### src/rtl/edge_seq_pkg.sv
package edge_seq_pkg;

    typedef enum logic [2:0] {
        ST_IDLE,
        ST_LEAD,
        ST_MID,
        ST_TAIL,
        ST_GAP
    } tx_state_t;

    typedef enum logic [1:0] {
        SYM_ZERO,
        SYM_ONE,
        SYM_SYNC
    } sym_t;

    function automatic int at_least_one(input int v);
        return (v < 1) ? 1 : v;
    endfunction

endpackage

### src/rtl/lead_one_finder.sv
module lead_one_finder #(
    parameter int W     = 16,
    parameter int IDX_W = $clog2(W)
) (
    input  logic [W-1:0]     value,
    output logic [IDX_W-1:0] pos
);
    always_comb begin
        pos = '0;
        for (int i = 0; i < W; i++) begin
            if (value[i]) pos = IDX_W'(i);
        end
    end
endmodule

### src/rtl/phase_timer.sv
module phase_timer #(
    parameter int CNT_W = 12
) (
    input  logic             clk,
    input  logic             rst_n,
    input  logic             load,
    input  logic [CNT_W-1:0] load_val,
    output logic             expired
);
    logic [CNT_W-1:0] cnt;

    always_ff @(posedge clk or negedge rst_n) begin
        if (!rst_n)             cnt <= '0;
        else if (load)          cnt <= load_val;
        else if (cnt > CNT_W'(1)) cnt <= cnt - 1'b1;
    end

    assign expired = (cnt == CNT_W'(1));
endmodule

### src/rtl/bit_shifter.sv
module bit_shifter #(
    parameter int W     = 16,
    parameter int IDX_W = $clog2(W)
) (
    input  logic             clk,
    input  logic             rst_n,
    input  logic             capture,
    input  logic [W-1:0]     cap_word,
    input  logic [IDX_W-1:0] cap_idx,
    input  logic             step,
    output logic             next_bit,
    output logic             at_last
);
    logic [W-1:0]     word_q;
    logic [IDX_W-1:0] idx_q;

    always_ff @(posedge clk or negedge rst_n) begin
        if (!rst_n) begin
            word_q <= '0;
            idx_q  <= '0;
        end else if (capture) begin
            word_q <= cap_word;
            idx_q  <= cap_idx;
        end else if (step) begin
            idx_q  <= idx_q - 1'b1;
        end
    end

    assign next_bit = word_q[idx_q - 1'b1];
    assign at_last  = (idx_q == '0);
endmodule

### src/rtl/edge_seq_tx.sv
module edge_seq_tx
    import edge_seq_pkg::*;
#(
    parameter int DATA_W   = 16,
    parameter int CLK_MHZ  = 50,
    parameter int PHASE_US = 25,
    parameter int T1 = CLK_MHZ * PHASE_US,
    parameter int T2 = CLK_MHZ * PHASE_US,
    parameter int T3 = CLK_MHZ * PHASE_US,
    parameter int T4 = CLK_MHZ * PHASE_US
) (
    input  logic              clk,
    input  logic              rst_n,
    input  logic              in_valid,
    output logic              in_ready,
    input  logic [DATA_W-1:0] in_data,
    output logic              line_a,
    output logic              line_b
);
    localparam int IDX_W = $clog2(DATA_W);
    localparam int D1 = at_least_one(T1);
    localparam int D2 = at_least_one(T2);
    localparam int D3 = at_least_one(T3);
    localparam int D4 = at_least_one(T4);
    localparam int DMAX12 = (D1 > D2) ? D1 : D2;
    localparam int DMAX34 = (D3 > D4) ? D3 : D4;
    localparam int DMAX = (DMAX12 > DMAX34) ? DMAX12 : DMAX34;
    localparam int CNT_W = $clog2(DMAX + 1) + 1;

    tx_state_t state_q, state_d;
    sym_t      sym_q, sym_d;

    logic [IDX_W-1:0] lead_pos;
    logic             tmr_load;
    logic [CNT_W-1:0] tmr_val;
    logic             tmr_expired;
    logic             capture, step;
    logic             next_bit, at_last;

    lead_one_finder #(.W(DATA_W), .IDX_W(IDX_W)) u_lead (
        .value (in_data),
        .pos   (lead_pos)
    );

    phase_timer #(.CNT_W(CNT_W)) u_timer (
        .clk      (clk),
        .rst_n    (rst_n),
        .load     (tmr_load),
        .load_val (tmr_val),
        .expired  (tmr_expired)
    );

    bit_shifter #(.W(DATA_W), .IDX_W(IDX_W)) u_shift (
        .clk      (clk),
        .rst_n    (rst_n),
        .capture  (capture),
        .cap_word (in_data),
        .cap_idx  (lead_pos),
        .step     (step),
        .next_bit (next_bit),
        .at_last  (at_last)
    );

    // Next-state and control decode
    always_comb begin
        state_d  = state_q;
        sym_d    = sym_q;
        tmr_load = 1'b0;
        tmr_val  = CNT_W'(D1);
        capture  = 1'b0;
        step     = 1'b0;
        unique case (state_q)
            ST_IDLE: begin
                if (in_valid) begin
                    capture  = 1'b1;
                    state_d  = ST_LEAD;
                    sym_d    = (in_data != '0) ? SYM_ONE : SYM_ZERO;
                    tmr_load = 1'b1;
                    tmr_val  = CNT_W'(D1);
                end
            end
            ST_LEAD: begin
                if (tmr_expired) begin
                    state_d  = ST_MID;
                    tmr_load = 1'b1;
                    tmr_val  = CNT_W'(D2);
                end
            end
            ST_MID: begin
                if (tmr_expired) begin
                    state_d  = ST_TAIL;
                    tmr_load = 1'b1;
                    tmr_val  = CNT_W'(D3);
                end
            end
            ST_TAIL: begin
                if (tmr_expired) begin
                    state_d  = ST_GAP;
                    tmr_load = 1'b1;
                    tmr_val  = CNT_W'(D4);
                end
            end
            ST_GAP: begin
                if (tmr_expired) begin
                    if (sym_q == SYM_SYNC) begin
                        state_d = ST_IDLE;
                    end else begin
                        state_d  = ST_LEAD;
                        tmr_load = 1'b1;
                        tmr_val  = CNT_W'(D1);
                        if (at_last) begin
                            sym_d = SYM_SYNC;
                        end else begin
                            step  = 1'b1;
                            sym_d = next_bit ? SYM_ONE : SYM_ZERO;
                        end
                    end
                end
            end
            default: state_d = ST_IDLE;
        endcase
    end

    // State register
    always_ff @(posedge clk or negedge rst_n) begin
        if (!rst_n) begin
            state_q <= ST_IDLE;
            sym_q   <= SYM_ZERO;
        end else begin
            state_q <= state_d;
            sym_q   <= sym_d;
        end
    end

    // Output decode
    always_comb begin
        line_a   = 1'b0;
        line_b   = 1'b0;
        in_ready = 1'b0;
        unique case (state_q)
            ST_IDLE: in_ready = 1'b1;
            ST_LEAD: line_a = 1'b1;
            ST_MID: begin
                line_a = 1'b1;
                line_b = (sym_q != SYM_ZERO);
            end
            ST_TAIL: begin
                line_a = (sym_q != SYM_SYNC);
                line_b = (sym_q == SYM_SYNC);
            end
            ST_GAP: ;
            default: ;
        endcase
    end
endmodule

### config.mk
export PLATFORM = sky130hd
export DESIGN_NAME = edge_seq_tx
export DESIGN_NICKNAME = d
export VERILOG_FILES = /design/src/rtl/edge_seq_pkg.sv /design/src/rtl/lead_one_finder.sv /design/src/rtl/phase_timer.sv /design/src/rtl/bit_shifter.sv /design/src/rtl/edge_seq_tx.sv
export SDC_FILE = /design/constraint.sdc
export NUM_CORES = 1
export LEC_CHECK = 0
export ABC_AREA = 1
export BUFFER_PORTS_ARGS = -buffer_cell sky130_fd_sc_hd__buf_4
export CAP_MARGIN = 5
export CELL_PAD_IN_SITES_DETAIL_PLACEMENT = 0
export CELL_PAD_IN_SITES_GLOBAL_PLACEMENT = 1
export CORE_MARGIN = 8
export CORE_UTILIZATION = 43
export CTS_CLUSTER_SIZE = 10
export DETAILED_ROUTE_END_ITERATION = 8
export PLACE_DENSITY = 0.89
export SYNTH_ARGS = -nofsm -noshare
export SYNTH_HDL_FRONTEND = slang
export SYNTH_SLANG_ARGS = --single-unit
### constraint.sdc
create_clock -name clk -period 2.5 [get_ports clk]
set_clock_uncertainty 0.05 [all_clocks]
set_input_delay 0.5 -clock clk [delete_from_list [all_inputs] [get_ports clk]]
set_output_delay 0.5 -clock clk [all_outputs]
set_load 0.1 [all_outputs]
==> run metrics, run 1 <==
Initial Utilization=0.436; logic gate share of total power=0.503; Post-synth top flop=dfrtp_1; # placed instances=382; sequential fraction of the synthesis area=0.424; area delta synth->final=15.0%; Synth warnings=0; RSZ-0062 raised after global routing=false; post-synthesis sequential element count=37; Fmax achieved=0.510 GHz; Overall Power=roughly 3.0 mW; Reg2Reg Depth=10; worst vdd ir=0.000441 V; fin area=between 2000 and 3000 um2; CTS tree=built; WL/cell=12.1 um; input/output buffers=21; drt first pass iters=4; Vias=1888; GRT overflow=0; status=finished, final reports clean; Slew Limit Fails=0; Detailed Route WL=4710 um; Hold Violations, Final=0; Period minus WS final=1.96 ns; Arr. time, crit path=around 2.1 ns; core area=5010 um2; Netlist cell types=36; max layer used=met4; Post-CTS Hold Buffers=0; Synth area leader=dfrtp_1; Reg2Reg Launch Point=u_shift.idx_q[0]$_DFFE_PN0P_; FF+latch area=926 um2; TritonCTS Buffers=5; Mapped Nets=~320; Max clock buf depth=2; Tcrit/Tclk final=0.784; placed standard-cell area=2420 um2; CP peak stage delay=0.49 ns; Static Leak=1.22 nW; Slowest-stage cell, CP=dfrtp_1; DRT iter0 DRCs=93; dominant cells by area after synthesis=dfrtp_1, nand2_1, o21ai_0; post-synthesis cell area=2180 um2; top-area cell type share of the netlist area=0.424; I/O pins=22; min-delay worst type=in2async; Sum Neg Setup Slack=0 ns; Cell Chain, Critical Path=inv_2 -> ha_1 -> o21ai_0 -> o21ai_0 -> nor2_1 -> o21ai_0 -> nand3_1 -> nand2_1 -> nand2_1 -> o21ai_0; nets=between 300 and 400; R2R setup slack=roughly 0.54 ns; clock-pin slew on the worst setup and hold paths=around 0.070 ns; Max Cap Viol=0; met3 wire length=150 um; # rows=26; number of synthesized flops with an enable pin=0; number of global-route vias before repair=~1800; Fin Hold WS=0.113 ns; # fillers=approximately 530; Die W=87.3 um; Root Buffer=clkbuf_8; CTS sink count=37; Flop pwr share=0.354; Mean Syn Cell Area=7.40 um2; CTS H-tree depth=2; largest net degree at the start of global routing=38; number of cells in the finished layout apart from fillers=between 300 and 400; CP Capture Type=register; CP delay by family, top=compound AO/OA/AOI/OAI gates; final count of negative-setup-slack endpoints=0; share of cells above drive strength 1=0.166; Slew @ Worst Pin=0.473 ns; CP required=roughly 2.7 ns; number of diodes=0; length of routed wiring on met1=roughly 2400 um; clock share of power=0.143; Post-CTS Setup Inserts=0; routability cong.=0.856; met2 wire len=2070 um; switching power=1.40 mW; Total GRT Usage=0.137; Worst Path Buf+Inv=1; first-pass GRT wire length=8260 um; CP dominant cell by count=o21ai_0; worst-skew pair later-pin latency=0.29 ns; Synth Instances=just under 300; ys async rst share=1.00; critical path type=reg2reg; initial antenna violation count=0; DRC violation count after routing=0; post-cts resize count=0; Worst setup SP type=register; Reg-to-Reg End=sym_q[0]$_DFFE_PN0P_; pwr dens=about 1200 nW/um2; area of the die=7610 um2; crit path max fanout=11; Die H=87.3 um; multi-input logic area=1060 um2; post-route ant nets=0; slew margin rel.=0.685; post-DP HPWL=between 3000 and 4000 um; Sw Ratio=0.470; Vias/cell=4.85; Power Internal=1.57 mW
per-stage QoR:
stage	util	setup slack [ns]
floorplan	-	0.0535
global placement	0.484	0.609
detailed placement	0.484	0.541
CTS	0.501	0.521
global route	0.501	0.303
finish	0.501	0.539
worst register-to-register path: stages (launching register included):
cell,delay (ns)
dfrtp_1,0.49
inv_2,0.14
ha_1,0.44
o21ai_0,0.13
o21ai_0,0.17
nor2_1,0.05
o21ai_0,0.17
nand3_1,0.09
nand2_1,0.06
nand2_1,0.04
o21ai_0,0.06
flip-flops by register name, summed over array words and instances, names as in the netlist:
| name | count |
|---|---|
| u_timer.cnt | 12 |
| u_shift.idx_q | 4 |
| u_shift.word_q | 16 |
| sym_q | 2 |
| state_q | 3 |
cells by family after synthesis:
kind of cell / count (synthesis) / synth area share
AND/OR/NAND/NOR: 130 / 0.260
AO/OA/AOI/OAI: 65 / 0.177
buffers and inverters: 53 / 0.0940
flip-flops: 37 / 0.424
adder cells (fa/ha/maj): 3 / 0.0172
XOR/XNOR: 7 / 0.0281
cell usage after synthesis (2+ instances only):
cell and instances:
o21ai_1 10, nand3_1 11, nor2_4 2, nand2_2 2, inv_1 37, xnor2_1 3, o21ai_2 2, nor3_1 7
xor2_1 4, dfrtp_1 37, nor2_1 33, a21oi_1 7, inv_2 9, a31oi_1 2, buf_2 5, ha_1 3
o211ai_1 5, nand2_1 64, a211oi_1 2, nor2_2 2, o21ai_0 31, nand4_1 3
area by class of cell:
type,instances,share of cell area
repair buffers,24,0.0717
multi-input cells,205,0.422
flip-flops and latches,37,0.369
inverters,46,0.0688
well taps,70,0.0349
clock buffers,7,0.0344
worst max-delay path by stage:
stage	slack, ns	endpoint	depth (start not counted)	startpoint
floorplan	0.05	line_a	4	state_q[0]$_DFFE_PN0P_
global placement	0.61	sym_q[0]$_DFFE_PN0P_	10	u_shift.idx_q[0]$_DFFE_PN0P_
detailed placement	0.54	sym_q[0]$_DFFE_PN0P_	10	u_shift.idx_q[0]$_DFFE_PN0P_
CTS	0.52	sym_q[0]$_DFFE_PN0P_	10	u_shift.idx_q[0]$_DFFE_PN0P_
global route	0.30	sym_q[0]$_DFFE_PN0P_	10	u_shift.idx_q[0]$_DFFE_PN0P_
finish	0.54	sym_q[0]$_DFFE_PN0P_	10	u_shift.idx_q[0]$_DFFE_PN0P_
routing by layer:
metal  global-route usage  vias up
li1                     -      995
met1                0.187      862
met2                0.204       26
met3               0.0368        5
met4               0.0375        0
met5                    0        -
power groups by stage:
stage	Sequential (mW)	Combinational (mW)	Clock, mW
2_1_floorplan	0.989	1.24	0
3_3_place_gp	1.06	1.48	0
3_5_place_dp	1.06	1.50	0
4_1_cts	1.05	1.51	0.438
5_1_grt	1.09	1.71	0.458
6_report	1.05	1.49	0.423
layout by cell type (no fill, tap or decap):
cell type / count
nor2_1: 32
or2_1: 1
a21oi_2: 1
xor2_1: 4
a21oi_1: 6
ha_1: 3
o211ai_2: 1
nor3b_1: 1
o21ai_4: 1
nand2_1: 64
nor2_4: 2
clkbuf_8: 6
or3b_1: 1
o32ai_1: 1
o211ai_1: 5
o21ai_2: 2
nand2_4: 1
a211oi_1: 2
clkbuf_1: 1
dfrtp_1: 37
nand3b_1: 1
o311ai_1: 1
buf_4: 24
inv_1: 37
o21ai_0: 31
o21ai_1: 10
o31ai_1: 1
xnor2_1: 3
inv_2: 9
a31oi_1: 2
nor2_2: 3
or2_2: 1
nor3_1: 7
nand2_2: 2
nand3_1: 11
o41ai_1: 1
nand4_1: 3
Power figures use the tool's default switching activity.
==> run 2, diff against run 1 <==
clock period = 1.9 ns   (was 2.5 ns; I/O delays follow)
==> run 2 against run 1 <==
Compared with the run above: the flow now finishes with violations (negative hold slack); global-route usage grew 0.67 points; critical endpoint is now line_b; utilization rose by 1.7 points; largest power group unchanged; largest cell class unchanged; non-clock buffer count increased by 6.
==> run metrics, run 2 (same netlist as run 1, synthesis figures left out) <==
worst vdd ir=0.00133 V (+200%); # placed instances=387 (+1.3%); largest registers=u_shift.word_q: 16 flops, u_timer.cnt: 12 flops, u_shift.idx_q: 4 flops; first-pass GRT wire length=8690 um (+5.3%); WL/cell=12.4 um (+2.3%); Slew Limit Fails=0 (unchanged); Fin Hold WS=-0.0258 ns (-0.139 ns); final count of negative-setup-slack endpoints=0 (unchanged); share of cells above drive strength 1=0.212 (+0.0455); status=finished, violations left; Cell Chain, Critical Path=inv_2 -> nand2_1 -> a21oi_2 -> buf_6; post-DP HPWL=3680 um (+0.88%); CP required=1.47 ns (-1.19 ns); DRC violation count after routing=0 (unchanged); Max clock buf depth=2 (unchanged); I/O pins=22 (unchanged); violated checks=negative hold slack; area delta synth->final=19.0%; CTS sink count=37 (unchanged); number of global-route vias before repair=1870 (+2.8%); TritonCTS Buffers=5 (unchanged); Detailed Route WL=4900 um (+4.2%); CP Capture Type=primary output; Vias=1950 (+3.3%); slew margin rel.=0.683 (-0.00189); Overall Power=4.07 mW (+37%); Arr. time, crit path=1.39 ns (-0.73 ns); Worst setup SP type=register; largest net degree at the start of global routing=38 (unchanged); CTS tree=built; area of the die=7610 um2 (unchanged); routability cong.=0.766 (-10%); worst-skew pair later-pin latency=0.30 ns (about the same); Post-CTS Hold Buffers=0 (unchanged); Largest Register=u_shift.word_q; initial antenna violation count=0 (unchanged); nets=347 (+1.8%); Finished Core Util=0.519 (+0.0175); Static Leak=1.25 nW (+2.8%); crit path max fanout=6 (-5); number of diodes=0 (unchanged); Max Cap Viol=0 (unchanged); Die W=87.3 um (unchanged); critical path type=reg2out; Root Buffer=clkbuf_8; drt first pass iters=4 (unchanged); pwr dens=1570 nW/um2 (+33%); final worst slack=0.0763 ns (-0.463 ns); most frequent cells in the layout=nand2_1, dfrtp_1, inv_1, o21ai_0, nor2_1; clock-pin slew on the worst setup and hold paths=0.08 ns (about the same); Slew @ Worst Pin=0.476 ns (+0.00284 ns); Fmax achieved=0.548 GHz; Tcrit/Tclk final=0.960; dpl ws=0.0608 ns (-0.481 ns); # rows=26 (unchanged); Hold Violations, Final=16 (+16); input/output buffers=21 (unchanged); # fillers=535 (+1.3%); core area=5010 um2 (unchanged); Slowest-stage cell, CP=dfrtp_1; number of cells in the finished layout apart from fillers=396 (+1.8%); GRT overflow=0 (unchanged); min-delay worst type=in2async; Die H=87.3 um (unchanged); max reg flops=16 (unchanged); post-route ant nets=0 (unchanged); CP peak stage delay=0.45 ns (-0.04 ns); CTS H-tree depth=2 (unchanged); Total GRT Usage=0.143 (+0.00669); Initial Utilization=0.436 (unchanged); Vias/cell=4.92 (+1.5%); DRT iter0 DRCs=72 (-23%); Period minus WS final=1.82 ns; commonest non-fill, non-tap cell in the layout=nand2_1
-- run 2: repair_timing --
action                                  CTS  global route
resized for setup                         0             8
setup buffers                             0             1
endpoints found under the setup margin    0            11
-- run 2: per-layer routing --
metal | vias to the layer above | global-route usage | wire (um)
met5 | - | 0 | 0
met4 | 0 | 0.0516 | 70
met3 | 6 | 0.0358 | 292
met2 | 41 | 0.220 | 2210
met1 | 890 | 0.189 | 2330
li1 | 1013 | - | -
-- run 2: through the flow --
step	TNS, ns	area, um2
after floorplan	-0.140	2210
after global placement	0	2480
after detailed placement	0	2480
after CTS	0	2560
after global routing	-0.0368	2600
final	0	2600
-- run 2: path summary, 6_finish.rpt --
path	cells past startpoint	to	startpoint	slack, ns
setup / recovery	4	line_b	state_q[2]$_DFFE_PN0P_	0.08
hold / removal	1	state_q[1]$_DFFE_PN0P_	rst_n	-0.03
setup reg to reg	9	u_timer.cnt[10]$_DFFE_PN0P_	u_timer.cnt[0]$_DFFE_PN0P_	0.10
hold reg to reg	2	u_shift.word_q[3]$_DFFE_PN0P_	u_shift.word_q[3]$_DFFE_PN0P_	0.44
max in group asynchronous	1	u_shift.word_q[10]$_DFFE_PN0P_	rst_n	1.48
min in group clk	3	u_shift.word_q[8]$_DFFE_PN0P_	in_data[8]	0.31
-- run 2: cell type report --
type | instances | area [um2] | area share
Clock buffer | 6 | 72.6 | 0.0279
Sequential cell | 37 | 926 | 0.356
Timing Repair Buffer | 30 | 236 | 0.0910
Clock inverter | 2 | 10.0 | 0.00385
Inverter | 46 | 173 | 0.0664
Tap cell | 70 | 87.6 | 0.0337
Multi-Input combinational cell | 205 | 1090 | 0.421
-- run 2: power by group --
group | total, mW | internal [mW] | switching, mW
clock network | 0.546 | 0.254 | 0.292
registers | 1.36 | 1.11 | 0.247
logic | 2.17 | 0.784 | 1.38
-- run 2: critical path: cells and delay by family, from the launching register on --
family / cells / cell delay [ns]
compound gates: 1 / 0.14
buf+inv: 2 / 0.39
flops: 1 / 0.45
simple gates: 1 / 0.11
